File: src/rtl/gap_throttle_pkg.sv
package gap_throttle_pkg;
  typedef struct packed {
    logic load;
    logic dec;
    logic clear;
  } gapStrobes_t;
endpackage

File: src/rtl/gap_ctrl.sv
module gap_ctrl
  import gap_throttle_pkg::*;
(
  input  logic        throttleEn,
  input  logic        busDone,
  input  logic        isZero,
  output gapStrobes_t strobes
);
  always_comb begin
    strobes = '0;
    if (busDone) begin
      // A completion starts a new gap, or flushes the counter when disabled.
      if (throttleEn) strobes.load = 1'b1;
      else            strobes.clear = 1'b1;
    end else if (!isZero) begin
      if (throttleEn) strobes.dec = 1'b1;
      else            strobes.clear = 1'b1;
    end
  end
endmodule

File: src/rtl/gap_datapath.sv
module gap_datapath
  import gap_throttle_pkg::*;
#(
  parameter int CNT_W = 8
) (
  input  logic             clk,
  input  logic             rstN,
  input  gapStrobes_t      strobes,
  input  logic [CNT_W-1:0] gapCycles,
  output logic [CNT_W-1:0] gapCount,
  output logic             isZero
);
  localparam logic [CNT_W-1:0] ONE = CNT_W'(1);

  always_ff @(posedge clk) begin
    if (!rstN) begin
      gapCount <= '0;
    end else if (strobes.load) begin
      gapCount <= gapCycles;
    end else if (strobes.clear) begin
      gapCount <= '0;
    end else if (strobes.dec) begin
      gapCount <= gapCount - ONE;
    end
  end

  assign isZero = (gapCount == '0);
endmodule

File: src/rtl/bus_gap_throttle.sv
module bus_gap_throttle
  import gap_throttle_pkg::*;
#(
  parameter int CNT_W = 8
) (
  input  logic             clk,
  input  logic             rstN,
  input  logic             throttleEn,
  input  logic [CNT_W-1:0] gapCycles,
  input  logic             mstReq,
  input  logic             busRdy,
  input  logic             busDone,
  output logic             busReq,
  output logic             mstRdy
);
  gapStrobes_t      strobes;
  logic             isZero;
  logic [CNT_W-1:0] gapCount;

  gap_ctrl u_ctrl (
    .throttleEn(throttleEn),
    .busDone   (busDone),
    .isZero    (isZero),
    .strobes   (strobes)
  );

  gap_datapath #(.CNT_W(CNT_W)) u_dp (
    .clk      (clk),
    .rstN     (rstN),
    .strobes  (strobes),
    .gapCycles(gapCycles),
    .gapCount (gapCount),
    .isZero   (isZero)
  );

  // The gate opens only on the registered count, so a dropped enable
  // releases one cycle later.
  assign busReq = mstReq & isZero;
  assign mstRdy = busRdy & isZero;
endmodule

File: config.mk
export PLATFORM = sky130hd
export DESIGN_NAME = bus_gap_throttle
export DESIGN_NICKNAME = d
export VERILOG_FILES = /design/src/rtl/gap_throttle_pkg.sv /design/src/rtl/gap_ctrl.sv /design/src/rtl/gap_datapath.sv /design/src/rtl/bus_gap_throttle.sv
export SDC_FILE = /design/constraint.sdc
export NUM_CORES = 1
export LEC_CHECK = 0
export CORE_MARGIN = 4
export CORE_UTILIZATION = 40
export DETAILED_ROUTE_END_ITERATION = 12
export DONT_BUFFER_PORTS = 1
export PLACE_DENSITY = 0.52
export SLEW_MARGIN = 0
export SYNTH_ARGS = -nofsm -noshare
export SYNTH_HDL_FRONTEND = slang
export SYNTH_HIERARCHICAL = 1
export SYNTH_SLANG_ARGS = --single-unit
export TNS_END_PERCENT = 20
File: constraint.sdc
create_clock -name clk -period 3.8 [get_ports clk]
set_input_delay 0.76 -clock clk [delete_from_list [all_inputs] [get_ports clk]]
set_output_delay 0.76 -clock clk [all_outputs]
set_load 0.005 [all_outputs]
# ---- Word level (Yosys, flattened, before mapping)
# Cells that the tools add are included.
dict set report word_totals {
  wordCells 15
  regBits 8
}
dict set report op_classes {
  addsub 1
  n_bitwise 2
  reduce_logical 2
  muxes 9
}
# operator count
set op_table {}
lappend op_table {{$mux 8} 3}
lappend op_table {{$logic_not 8->1} 1}
lappend op_table {{$sub 8x1->8 const B} 1}
lappend op_table {{$mux 1} 5}
lappend op_table {{$reduce_bool 3->1} 1}
lappend op_table {{$and 1x1->1} 2}
lappend op_table {{$mux 2} 1}

# ---- Logic depth before layout (Yosys ltp)
dict set report depth {
  depth_word 6
  mapped_depth 8
}

# ---- Hierarchy
# The synthesis kept the hierarchy.
# module cells_each area_per_inst_um2 instances
set modules_own_cells {}
lappend modules_own_cells {gap_datapath 60 500.5 1}
lappend modules_own_cells {gap_ctrl 4 31.3 1}
lappend modules_own_cells {bus_gap_throttle 2 12.5 1}

# ---- Worst setup path after synthesis
# OpenSTA, ideal clock, no wires.
dict set report synth_timing {
  kind {register -> register}
  start {register u_dp.gapCount[2]}
  end {register u_dp.gapCount[6]}
  period_less_slack_ps 2486
  n_path_buf 0
  setup_time_ps 74
  arrival_ps 2411
  path_slack_ps 1314
  stages_incl_launch_ff 7
  cell_sequence {dfxtp_1 or4_4 nor4b_1 a21oi_2 or2_2 or4_1 a31oi_1}
}
# item line_no
set synth_rtl {}
lappend synth_rtl {{from (decl)} gap_datapath.sv:10} ;# output logic [CNT_W-1:0] gapCount,
lappend synth_rtl {{from (signal assigned)} gap_datapath.sv:19} ;# gapCount <= gapCycles;
lappend synth_rtl {{from (signal assigned)} gap_datapath.sv:23} ;# gapCount <= gapCount - ONE;

# ---- Worst setup path after layout
dict set report layout_timing {
  start {register u_dp.gapCount[2]}
  end {output mstRdy}
}
dict set report layout_between {
  elab_chain_cells 2
}
# item line_no
set layout_rtl {}
lappend layout_rtl {{$logic_not 8->1} gap_datapath.sv:27} ;# assign isZero = (gapCount == '0);
lappend layout_rtl {{via isZero} bus_gap_throttle.sv:17} ;# logic isZero;
lappend layout_rtl {{$and 1x1->1} bus_gap_throttle.sv:39} ;# assign mstRdy = busRdy & isZero;
lappend layout_rtl {{to (decl)} bus_gap_throttle.sv:14} ;# output logic mstRdy
# The timed path passes the listed nets, and every way through them passes these cells.

==> results list <==
- Number of cell rows: 13
- Num CTS Buffers: 3
- Clock Latency Late Sink: between 200 and 300 ps
- The largest registers in the layout are u_dp/gapCount x8.
* Worst clock skew: around 6 ps
* Detailed-route wire length per cell: 15.8 um
- Slew at the pin closest to its max-slew limit: 713 ps
- Worst-path fanout max: 6
- Core region area: roughly 1300 um^2
- Clock tree from TritonCTS: yes
- Worst min-delay path category: reg -> reg
- Drt total wl: between 1 and 1.5 mm
* Antenna violations before repair: 0
- The most used flip-flop cell after synthesis is dfxtp_1.
* Critical path data arrival time: approximately 2100 ps
- Total via count in the routed design: around 500
- The setup path with the least slack is of type reg -> out.
* Synthesized instance count: 66
* Grt ovf: 0
- The cell area that synthesis handed to floorplanning was 544 um^2.
* Async S/R FF share, synth: 0%
- For the worst setup path, the data required time is around 3000 ps.
- Setup repair after global routing left no endpoint under its margin.
- Distinct cell type count after synthesis: 36
* Highest clock frequency the design can meet: around 0.35 GHz
- Area growth syn-to-layout: 5.29%
* Yosys warnings: 6
- The critical path goes through or4_4 > nor4b_1 > and2_1.
* Count of endpoints failing hold in the final timing report: 0
- The synthesized design contains 0 enable-type register cells.
* Power density over cell area: approximately 420 nW/um^2
- In this run, the number of DRC markers left after iteration 0 of detailed routing was 13.
- Vias in the first global route: roughly 500
- STA classifies the critical path startpoint as a register.
* Die Outline Area: 2010 um^2
* Final total power: between 0.2 and 0.25 mW
- Maximum clock insertion buffer count: 2
* Max Transition Viols Final: 0
- Router iterations before antenna repair: 4
* Number of flip-flops under the largest register name: 8
- Headroom to the max-slew limit came out at 51.8%.
- The repair_antennas step left the layout with diodes totalling 0.
* Register with the most flip-flops: u_dp/gapCount
- The largest single stage delay on the critical path is about 660 ps.
- Cells with a size suffix above 1 make up roughly 15% of the layout.
* H-tree depth: 1
* Horizontal extent of the die: ~45 um
* CTS sink count: 8
- The worst-case IR drop observed on VDD is 0.244 mV.
- For the finished layout, the period the worst path requires is between 2000 and 3000 ps.
* Number of top-level design ports: 16
- Buffers added to address setup during post-CTS repair amount to 0.
* Post-route DRC violation count: 0
* Leakage component of the power: between 0.2 and 0.25 nW
- Highest-delay cell along the critical path: nor4b_1
* Die span in y: 44.9 um
- Post-CTS repair changed the size of 0 cells.
- Outcome: completed
* Critical Path Sink Type: output port
- The first global-routing pass estimated roughly 2.2 mm of wire.
* Final period util: between 70% and 80%
- Pin count of the biggest net entering global routing: 14
- All-Layer GR Usage: 15.4%
* Number of failing setup endpoints in the final timing report: 0
* Hold Buf Count CTS: 0
- After detailed routing, the number of vias per cell comes to roughly 6.2.
- Max-cap violations: 0
* Number of nets in the finished design: 84
- The congestion estimate from routability-driven global placement came to roughly 0.76.
- Setup TNS Final: 0 ps
- Root Buffer: clkbuf_4
- The number of nets in the synthesized netlist is 82.
* Yosys reg bits: 8
- The wire-length estimate of the detail-placed layout is 942 um.
- During placement, the flow inserted port buffers numbering 0.
- Average size of a mapped cell: around 8.2 um^2
- Clock transition at the registers of the reported paths: around 60 ps
* Initial Util: 42.4%
- The detail route stage leaves a number of antenna-violating nets equal to 0.
- Share of the yosys chip area belonging to registers: between 20% and 30%
per-stage QoR:
stage                     area, um^2  utilization, %  hold slack [ps]  setup slack (ps)  std cells
after global routing             573            44.6              617               735         81
after floorplan                  544               -              506              1310         66
final                            573            44.6              569               934         81
after global placement           551            42.8              557              1170         78
after detailed placement         551            42.8              568              1130         78
after CTS                        573            44.6              571               910         81
power by group:
group	switching, mW	internal [mW]	leakage, nW
clock	0.0294	0.0362	0.0138
sequential	0.0103	0.0927	0.0656
combinational	0.0403	0.0345	0.126
worst max-delay path, delay by kind of cell (launching register included):
family	cells	cell delay [ps]
flip-flops	1	350
AND/OR/NAND/NOR	3	1500
cell families (layout without fill, tap and decap cells):
family / after synthesis / count (layout) / synth area share, %
AO/OA/AOI/OAI: 18 / 18 / 23.2
XOR/XNOR: 3 / 3 / 4.83
adder cells (fa/ha/maj): 2 / 2 / 4.60
buffers and inverters: 7 / 7 / 5.06
flip-flops: 8 / 8 / 29.4
AND/OR/NAND/NOR: 28 / 28 / 32.9
Yosys cell counts (all sizes together) (2+ instances only):
| cell type | count | area (um^2) |
|---|---|---|
| dfxtp | 8 | 160 |
| nand2 | 5 | 18.8 |
| o21ai | 5 | 25.0 |
| inv | 4 | 15.0 |
| nand3 | 4 | 20.0 |
| a22oi | 3 | 22.5 |
| and2 | 3 | 18.8 |
| nor2 | 3 | 11.3 |
| a21oi | 2 | 13.8 |
| clkbuf | 2 | 7.51 |
| ha | 2 | 25.0 |
| nor3b | 2 | 20.0 |
| nor4b | 2 | 17.5 |
| or4 | 2 | 18.8 |
| xnor2 | 2 | 17.5 |
worst paths after layout:
path | cells after the start | from | endpoint | slack [ps]
hold / removal | 2 | u_dp/gapCount[7] | u_dp/gapCount[7] | 570
setup / recovery | 3 | u_dp/gapCount[2] | mstRdy | 930
hold reg to reg | 2 | u_dp/gapCount[7] | u_dp/gapCount[7] | 570
setup reg to reg | 6 | u_dp/gapCount[2] | u_dp/gapCount[6] | 1110
layout make-up:
cell class / instances / area, um^2
tap: 15 / 18.8
fill: 129 / 712
inverter: 4 / 15.0
multi-input combinational: 51 / 357
sequential: 8 / 160
clock buffer: 3 / 22.5
per-layer routing:
layer  routed length [um]  track usage, %  vias to the layer above
met3                  152            7.17                        2
met4                   11            7.02                        0
met2                  569            22.6                       24
met1                  545            19.2                      231
li1                     -               -                      245
met5                    0               0                        -
cells in the final DEF, fill, tap and decap left out:
cell / Yosys / layout
a211oi_1: 1 / 1
a21o_1: 1 / 1
a21oi_1: 1 / 1
a21oi_2: 1 / 1
a221oi_1: 1 / 1
a22oi_1: 3 / 3
a31oi_1: 1 / 1
a41o_1: 1 / 1
and2_1: 3 / 3
and4bb_2: 1 / 1
clkbuf_4: 0 / 3
dfxtp_1: 8 / 8
ha_1: 2 / 2
inv_1: 3 / 3
inv_2: 1 / 1
nand2_1: 5 / 5
nand3_1: 4 / 4
nand3b_1: 1 / 1
nor2_1: 3 / 3
nor2b_1: 1 / 1
nor3_1: 1 / 1
nor3b_1: 1 / 1
nor3b_2: 1 / 1
nor4b_1: 2 / 2
o2111ai_1: 1 / 1
o211ai_1: 1 / 1
o21ai_0: 5 / 5
o311ai_0: 1 / 1
or2_2: 1 / 1
or3_1: 1 / 1
or4_1: 1 / 1
or4_4: 1 / 1
or4b_2: 1 / 1
xnor2_1: 2 / 2
xor2_1: 1 / 1
(Power assumes the default switching activity.)
